[config.mk]
export PLATFORM = sky130hd
export DESIGN_NAME = seq_lock_fsm
export DESIGN_NICKNAME = d
export VERILOG_FILES = /design/src/rtl/seq_lock_pkg.sv /design/src/rtl/lock_step_cmp.sv /design/src/rtl/lock_next_state.sv /design/src/rtl/seq_lock_fsm.sv
export SDC_FILE = /design/constraint.sdc
export NUM_CORES = 1
export LEC_CHECK = 0
export ABC_AREA = 1
export BUFFER_PORTS_ARGS = -buffer_cell sky130_fd_sc_hd__buf_2
export CORE_AREA = 2 2 39 41
export CTS_CLUSTER_SIZE = 28
export DETAILED_ROUTE_END_ITERATION = 12
export DIE_AREA = 0 0 41 43
export MAX_ROUTING_LAYER = met4
export PLACE_DENSITY = 0.34
export SLEW_MARGIN = 5
export SYNTH_ARGS = -nofsm -noshare
export SYNTH_HDL_FRONTEND = slang
export SYNTH_SLANG_ARGS = --single-unit
export TNS_END_PERCENT = 20
[constraint.sdc]
create_clock -name clk -period 1.4 [get_ports clk]
set_clock_uncertainty 0.2 [all_clocks]
set_input_delay 0.21 -clock clk [delete_from_list [all_inputs] [get_ports clk]]
set_output_delay 0.21 -clock clk [all_outputs]
set_load 0.05 [all_outputs]
[src/rtl/seq_lock_pkg.sv]
package seq_lock_pkg;
   typedef enum logic [1:0] {
      LK_IDLE = 2'b00,
      LK_GOT1 = 2'b01,
      LK_GOT2 = 2'b10,
      LK_OPEN = 2'b11
   } lock_stage_e;

   localparam int unsigned LK_STEPS = 3;
endpackage

[src/rtl/lock_step_cmp.sv]
module lock_step_cmp
   import seq_lock_pkg::*;
#(
   parameter int unsigned DIAL_W = 6,
   parameter logic [LK_STEPS-1:0] STEP_DIR = 3'b101,
   parameter logic [LK_STEPS*DIAL_W-1:0] STEP_NUM = {6'd3, 6'd22, 6'd13}
) (
   input  logic              op_dir,
   input  logic [DIAL_W-1:0] op_num,
   output logic [LK_STEPS-1:0] hit
);
   for (genvar i = 0; i < LK_STEPS; i++) begin : g_step
      assign hit[i] = (op_dir == STEP_DIR[i]) &&
                      (op_num == STEP_NUM[i*DIAL_W +: DIAL_W]);
   end
endmodule

[src/rtl/lock_next_state.sv]
module lock_next_state
   import seq_lock_pkg::*;
(
   input  lock_stage_e       cur,
   input  logic              op_valid,
   input  logic              relock,
   input  logic [LK_STEPS-1:0] hit,
   output lock_stage_e       nxt
);
   always_comb begin
      nxt = cur;
      if (relock) begin
         nxt = LK_IDLE;
      end else if (op_valid) begin
         unique case (cur)
            LK_IDLE: nxt = hit[0] ? LK_GOT1 : LK_IDLE;
            LK_GOT1: nxt = hit[1] ? LK_GOT2 : LK_IDLE;
            LK_GOT2: nxt = hit[2] ? LK_OPEN : LK_IDLE;
            LK_OPEN: nxt = LK_OPEN;
            default: nxt = LK_IDLE;
         endcase
      end
   end
endmodule

[src/rtl/seq_lock_fsm.sv]
module seq_lock_fsm
   import seq_lock_pkg::*;
#(
   parameter int unsigned DIAL_W   = 6,
   parameter int unsigned DIAL_MAX = 39,
   parameter logic [LK_STEPS-1:0] STEP_DIR = 3'b101,
   parameter logic [LK_STEPS*DIAL_W-1:0] STEP_NUM = {6'd3, 6'd22, 6'd13}
) (
   input  logic              clk,
   input  logic              rst,
   input  logic              op_valid,
   input  logic              op_dir,
   input  logic [DIAL_W-1:0] op_num,
   input  logic              relock,
   output logic [1:0]        stage,
   output logic              unlocked
);
   localparam int unsigned DIAL_SPAN = 1 << DIAL_W;

   if (DIAL_W < 1 || DIAL_W > 16) begin : g_bad_width
      $error("seq_lock_fsm: DIAL_W out of range");
   end
   if (DIAL_MAX >= DIAL_SPAN) begin : g_bad_max
      $error("seq_lock_fsm: DIAL_MAX does not fit in DIAL_W bits");
   end
   for (genvar i = 0; i < LK_STEPS; i++) begin : g_chk_step
      if (int'(STEP_NUM[i*DIAL_W +: DIAL_W]) > DIAL_MAX) begin : g_bad_step
         $error("seq_lock_fsm: step number beyond dial range");
      end
   end

   logic [LK_STEPS-1:0] step_hit;
   lock_stage_e         cur_q;
   lock_stage_e         nxt_d;

   lock_step_cmp #(
      .DIAL_W  (DIAL_W),
      .STEP_DIR(STEP_DIR),
      .STEP_NUM(STEP_NUM)
   ) u_cmp (
      .op_dir(op_dir),
      .op_num(op_num),
      .hit   (step_hit)
   );

   lock_next_state u_nxt (
      .cur     (cur_q),
      .op_valid(op_valid),
      .relock  (relock),
      .hit     (step_hit),
      .nxt     (nxt_d)
   );

   always_ff @(posedge clk) begin
      if (rst) cur_q <= LK_IDLE;
      else     cur_q <= nxt_d;
   end

   assign stage    = cur_q;
   assign unlocked = (cur_q == LK_OPEN);
endmodule

After elaboration in Yosys (flattened, before gate mapping)
Cells that the tools add are included.
{"block": "word_totals", "ff_bits": 2, "rom_bits": 0, "n_memories": 0, "latchBits": 0, "mem_bits_rw": 0}
{"block": "classes", "mux": 4, "eq_ne": 6, "bitwise": 1, "addsub": 0, "reduce_logical": 5, "order_cmp": 0, "div": 0, "n_mul": 0, "shift": 0}
{"op": "case mux 2 bit (4 select lines)", "n": 1}
{"op": "== test 6 x 2 -> 1 bit, second input constant", "n": 1}
{"op": "== test 6 x 4 -> 1 bit, second input constant", "n": 1}
{"op": "== test 6 x 5 -> 1 bit, second input constant", "n": 1}
{"op": "== test 2 bit, second input constant", "n": 2}
{"op": "2-to-1 mux 2 bit", "n": 2}
{"op": "logical AND 1 bit", "n": 3}
{"op": "== test 2 x 1 -> 1 bit, second input constant", "n": 1}
{"op": "logical NOT 2 bit", "n": 1}
{"op": "OR reduction 2 bit", "n": 1}
{"op": "2-to-1 mux 1 bit", "n": 1}
{"op": "NOT 1 bit", "n": 1}

Longest topological paths before layout
{"block": "logic_depth", "word_depth": 4, "ltp_mapped": 7, "mapped_depth_nobuf": 7}

Cells and area by module
A second synthesis with hierarchy kept.
{"block": "hier_totals", "hier_cells": 40, "hier_area_um2": 205.2}
{"module": "lock_step_cmp", "area_per_inst_um2": 86.3, "n_inst": 1, "cells_per_inst": 21, "seq_area_each_um2": 0.0}
{"module": "seq_lock_fsm", "area_per_inst_um2": 62.6, "n_inst": 1, "cells_per_inst": 8, "seq_area_each_um2": 40.0}
{"module": "lock_next_state", "area_per_inst_um2": 56.3, "n_inst": 1, "cells_per_inst": 11, "seq_area_each_um2": 0.0}

Worst setup path before layout
OpenSTA, ideal clock, no wires.
{"block": "synth_timing", "path_kind": "register to register", "startpoint": "register cur_q[1], in the netlist stage[1]", "endpoint": "register cur_q[0], in the netlist stage[0]", "path_stages_with_launch": 7, "path_slack_ns": -0.092, "arrival_ns": 1.228, "required_ns": 1.135, "path_buffers": 0, "cell_sequence": "dfxtp_1 > nand2_1 > inv_2 > nor2_2 > nand2_1 > nor2_1 > nor2_1"}
{"block": "synth_between", "elab_chain_cells": 2, "word_cells_on_any_way": 5, "cone_classes": "eq/ne (3); mux (1); reduce/logical (1)"}
{"item": "from (decl)", "line_no": "seq_lock_fsm.sv:33", "rtl": "lock_stage_e cur_q;"}
{"item": "from (signal assigned)", "line_no": "seq_lock_fsm.sv:56", "rtl": "else cur_q <= nxt_d;"}
{"item": "== test 2 bit"}
{"item": "net unlocked", "line_no": "seq_lock_fsm.sv:16", "rtl": "output logic unlocked"}
{"item": "case mux 2 bit (4 select lines)", "line_no": "lock_next_state.sv:15", "rtl": "unique case (cur)"}
The timed path passes the listed nets, and every way through them passes these cells.
A chain may end at the register's enable or synchronous reset.

Final worst setup path
{"block": "layout_timing", "startpoint": "register cur_q[1], in the netlist stage[1]", "endpoint": "output port unlocked"}
{"block": "layout_between", "elab_chain_cells": 1}
{"item": "== test 2 bit", "line_no": "seq_lock_fsm.sv:60", "rtl": "assign unlocked = (cur_q == LK_OPEN);"}
{"item": "to (decl)", "line_no": "seq_lock_fsm.sv:16"}
No other way between the ends.

==> flow_metrics.env <==
export IMPL_cellLeakagePower_uw=0.0002049
export IMPL_hold_buffers=0
export IMPL_p_int_uw=172.3
export IMPL_largest_register_ffs=2
export IMPL_clkPwrFrac_pct=54.8
export IMPL_syn_to_final_growth_pct=52.94
export IMPL_synth_async_reset_ratio_pct=0
export IMPL_clock_latency_ns=0.22
export IMPL_worstMarginPinSlew_ns=0.2504
export IMPL_fillers=165
export IMPL_synth_area_leaders="nand2_1 (26%), dfxtp_1 (19%), inv_1 (18%)"
export IMPL_yosysMostFrequentCell="nand2_1"
export IMPL_numCtsBuffers=3
export IMPL_post_drt_wl_per_cell_um=7.237
export IMPL_die_area_mm2=0.001763
export IMPL_cp_slowest_cell="dfxtp_2"
export IMPL_max_freq_mhz=749.8
export IMPL_cts_max_level=1
export IMPL_hp_class="in -> reg"
export IMPL_cp_cell_sequence="nand2_1 -> inv_2 -> clkbuf_4"
export IMPL_slowest_delay_ns=0.35
export IMPL_crit_fanout=5
export IMPL_dr_pass1_iters=3
export IMPL_grt_max_degree=6
export IMPL_grt_setup_unrepaired="no"
export IMPL_antenna_found_initial=0
export IMPL_viasPerCell=3.447
export IMPL_hold_path_end="stage[0]$_SDFFE_PP0P_"
export IMPL_setup_viol=0
export IMPL_initial_core_util_pct=15.37
export IMPL_globalplace_congestion=0.6271
export IMPL_yosysTopAreaCell="nand2_1"
export IMPL_reg2reg_slack_ns=0.35
export IMPL_regArea_um2=42.54
export IMPL_rr_worst_depth=6
export IMPL_synthFlopType="dfxtp_1"
export IMPL_syn_area_per_cell_um2=4.834
export IMPL_clkTransAtPathRegs_ns=0.03
export IMPL_ios=14
export IMPL_grt_pass1_wl_um=1000
export IMPL_period_needed_ns=1.334
export IMPL_ant_nets=0
export IMPL_cts_tree="built"
export IMPL_min_path_cells=4
export IMPL_post_route_util_pct=23.51
export IMPL_relSlewSlack_pct=83.42
export IMPL_antenna_diode_count=0
export IMPL_ys_ff_latch=2
export IMPL_design_core_area_mm2=0.001384
export IMPL_pre_cts_slack_ns=0.2636
export IMPL_maxCapViolations=0
export IMPL_swShare_pct=24.62
export IMPL_grt_overflow=0
export IMPL_comb_power_share_pct=19.1
export IMPL_power_switching_uw=56.27
export IMPL_pwr_share_seq_pct=26.2
export IMPL_synth_cell_area_um2=212.7
export IMPL_multiInputGateArea_um2=131.4
export IMPL_worstPathArrival_ns=0.92
export IMPL_fin_ws_ns=0.06625
export IMPL_crit_cells=3
export IMPL_num_rows=14
export IMPL_drv_slew=0
export IMPL_fin_nets=73
export IMPL_ir_drop_mv=0.3684
export IMPL_timing_rr_start="stage[1]$_SDFFE_PP0P_"
export IMPL_drtIter0Drc=4
export IMPL_synth_top_area_share_pct=26.47
export IMPL_port_buffers=13
export IMPL_drt_total_wl_um=550
export IMPL_die_x_um=41
export IMPL_synth_edff_count=0
export IMPL_ys_warn_count=0
export IMPL_die_h_um=43
export IMPL_crit_buf_inv=2
export IMPL_cts_resized_gates=0
export IMPL_post_route_period_util_pct=95.27
export IMPL_pwr_density_cell_mw_per_mm2=702.6
export IMPL_path_delay_family="flip-flops"
export IMPL_layout_drive_gt1_share_pct=35.00
export IMPL_worstSetupStartpoint="stage[1]$_SDFFE_PP0P_"
export IMPL_min_delay_start="rst"
export IMPL_cts_setup_buffers=0
export IMPL_hpwl_um=467.2
export IMPL_cts_sinks=2
export IMPL_critPathCaptureType="output port"
export IMPL_setup_tns_ns=0
export IMPL_worstSetupPathType="reg -> out"
export IMPL_outcome="completed"
export IMPL_worstPathRequired_ns=0.99
export IMPL_syn_inst=44
export IMPL_root_buffer="clkbuf_4"
export IMPL_grt_util_all_layers_pct=9.035
export IMPL_crit_path_start_kind="register"
export IMPL_drc=0
export IMPL_grt_pass1_vias=273
export IMPL_syn_num_nets=55
export IMPL_num_vias=262
export IMPL_r2r_end="stage[0]$_SDFFE_PP0P_"
export IMPL_whs_ns=0.06581
export IMPL_finalHoldViolations=0
export IMPL_ys_seq_area_share_pct=18.82
export IMPL_synthTopCellsByCount="nand2_1 (15), inv_1 (10), nor2_1 (10)"
export IMPL_cts_buffer_depth=2
export IMPL_ys_types=9
## through the flow
step	cells	power [µW]	cell area, µm²
global placement	73	105.6	300.3
floorplan	44	83.18	215.2
detailed placement	73	104.9	300.3
finish	76	228.6	325.3
CTS	76	237.9	322.8
global route	76	245.9	325.3
## worst max path at each step
stage | to | slack [ns]
floorplan | stage[0]$_SDFFE_PP0P_ | 0.10
global placement | unlocked | 0.28
detailed placement | unlocked | 0.26
CTS | unlocked | 0.02
global route | unlocked | 0.03
finish | unlocked | 0.07
## layout make-up
type	instances	share of cell area [%]
Sequential cell	2	13.08
Multi-Input combinational cell	31	40.38
Timing Repair Buffer	13	20.77
Tap cell	16	6.154
Clock buffer	3	6.923
Inverter	11	12.69
## power groups by stage
| stage | Combinational, µW | Sequential [µW] | Clock (µW) |
|---|---|---|---|
| detailed placement | 44.5 | 60.5 | 0 |
| global route | 51.9 | 60.0 | 134 |
| finish | 43.6 | 59.8 | 125 |
| CTS | 44.7 | 59.8 | 133 |
| global placement | 45.3 | 60.3 | 0 |
| floorplan | 19.3 | 63.9 | 0 |
## worst reg2reg max path, cell delays in order, from the launching register on
cell,delay (ns)
dfxtp_2,0.33
nand2_1,0.08
inv_2,0.04
nor2_2,0.09
nand2_1,0.06
nor2_1,0.08
nor2_1,0.05
## metal layers
| layer | GRT usage (%) | part of all wire, % | wire length [µm] | vias up |
|---|---|---|---|---|
| met2 | 10.94 | 42 | 230 | 11 |
| met5 | - | 0 | 0 | - |
| met3 | 3.141 | 7.5 | 41 | 0 |
| met4 | 8.000 | 0 | 0 | 0 |
| li1 | - | - | - | 158 |
| met1 | 11.18 | 51 | 278 | 93 |
## cells in the final DEF (no fill, tap or decap), drive strengths merged
cell	instances
buf	12
clkbuf	4
dfxtp	2
inv	11
nand2	15
nand3	3
nor2	12
o21ai	1
## logic make-up (layout without fill, tap and decap cells)
family | count (synthesis) | count (layout) | share of synthesized area, %
compound gates | 1 | 1 | 2.351
flops | 2 | 2 | 18.82
buf+inv | 11 | 27 | 19.41
simple gates | 30 | 30 | 59.41
No activity file was read; power rests on OpenSTA's default activity.
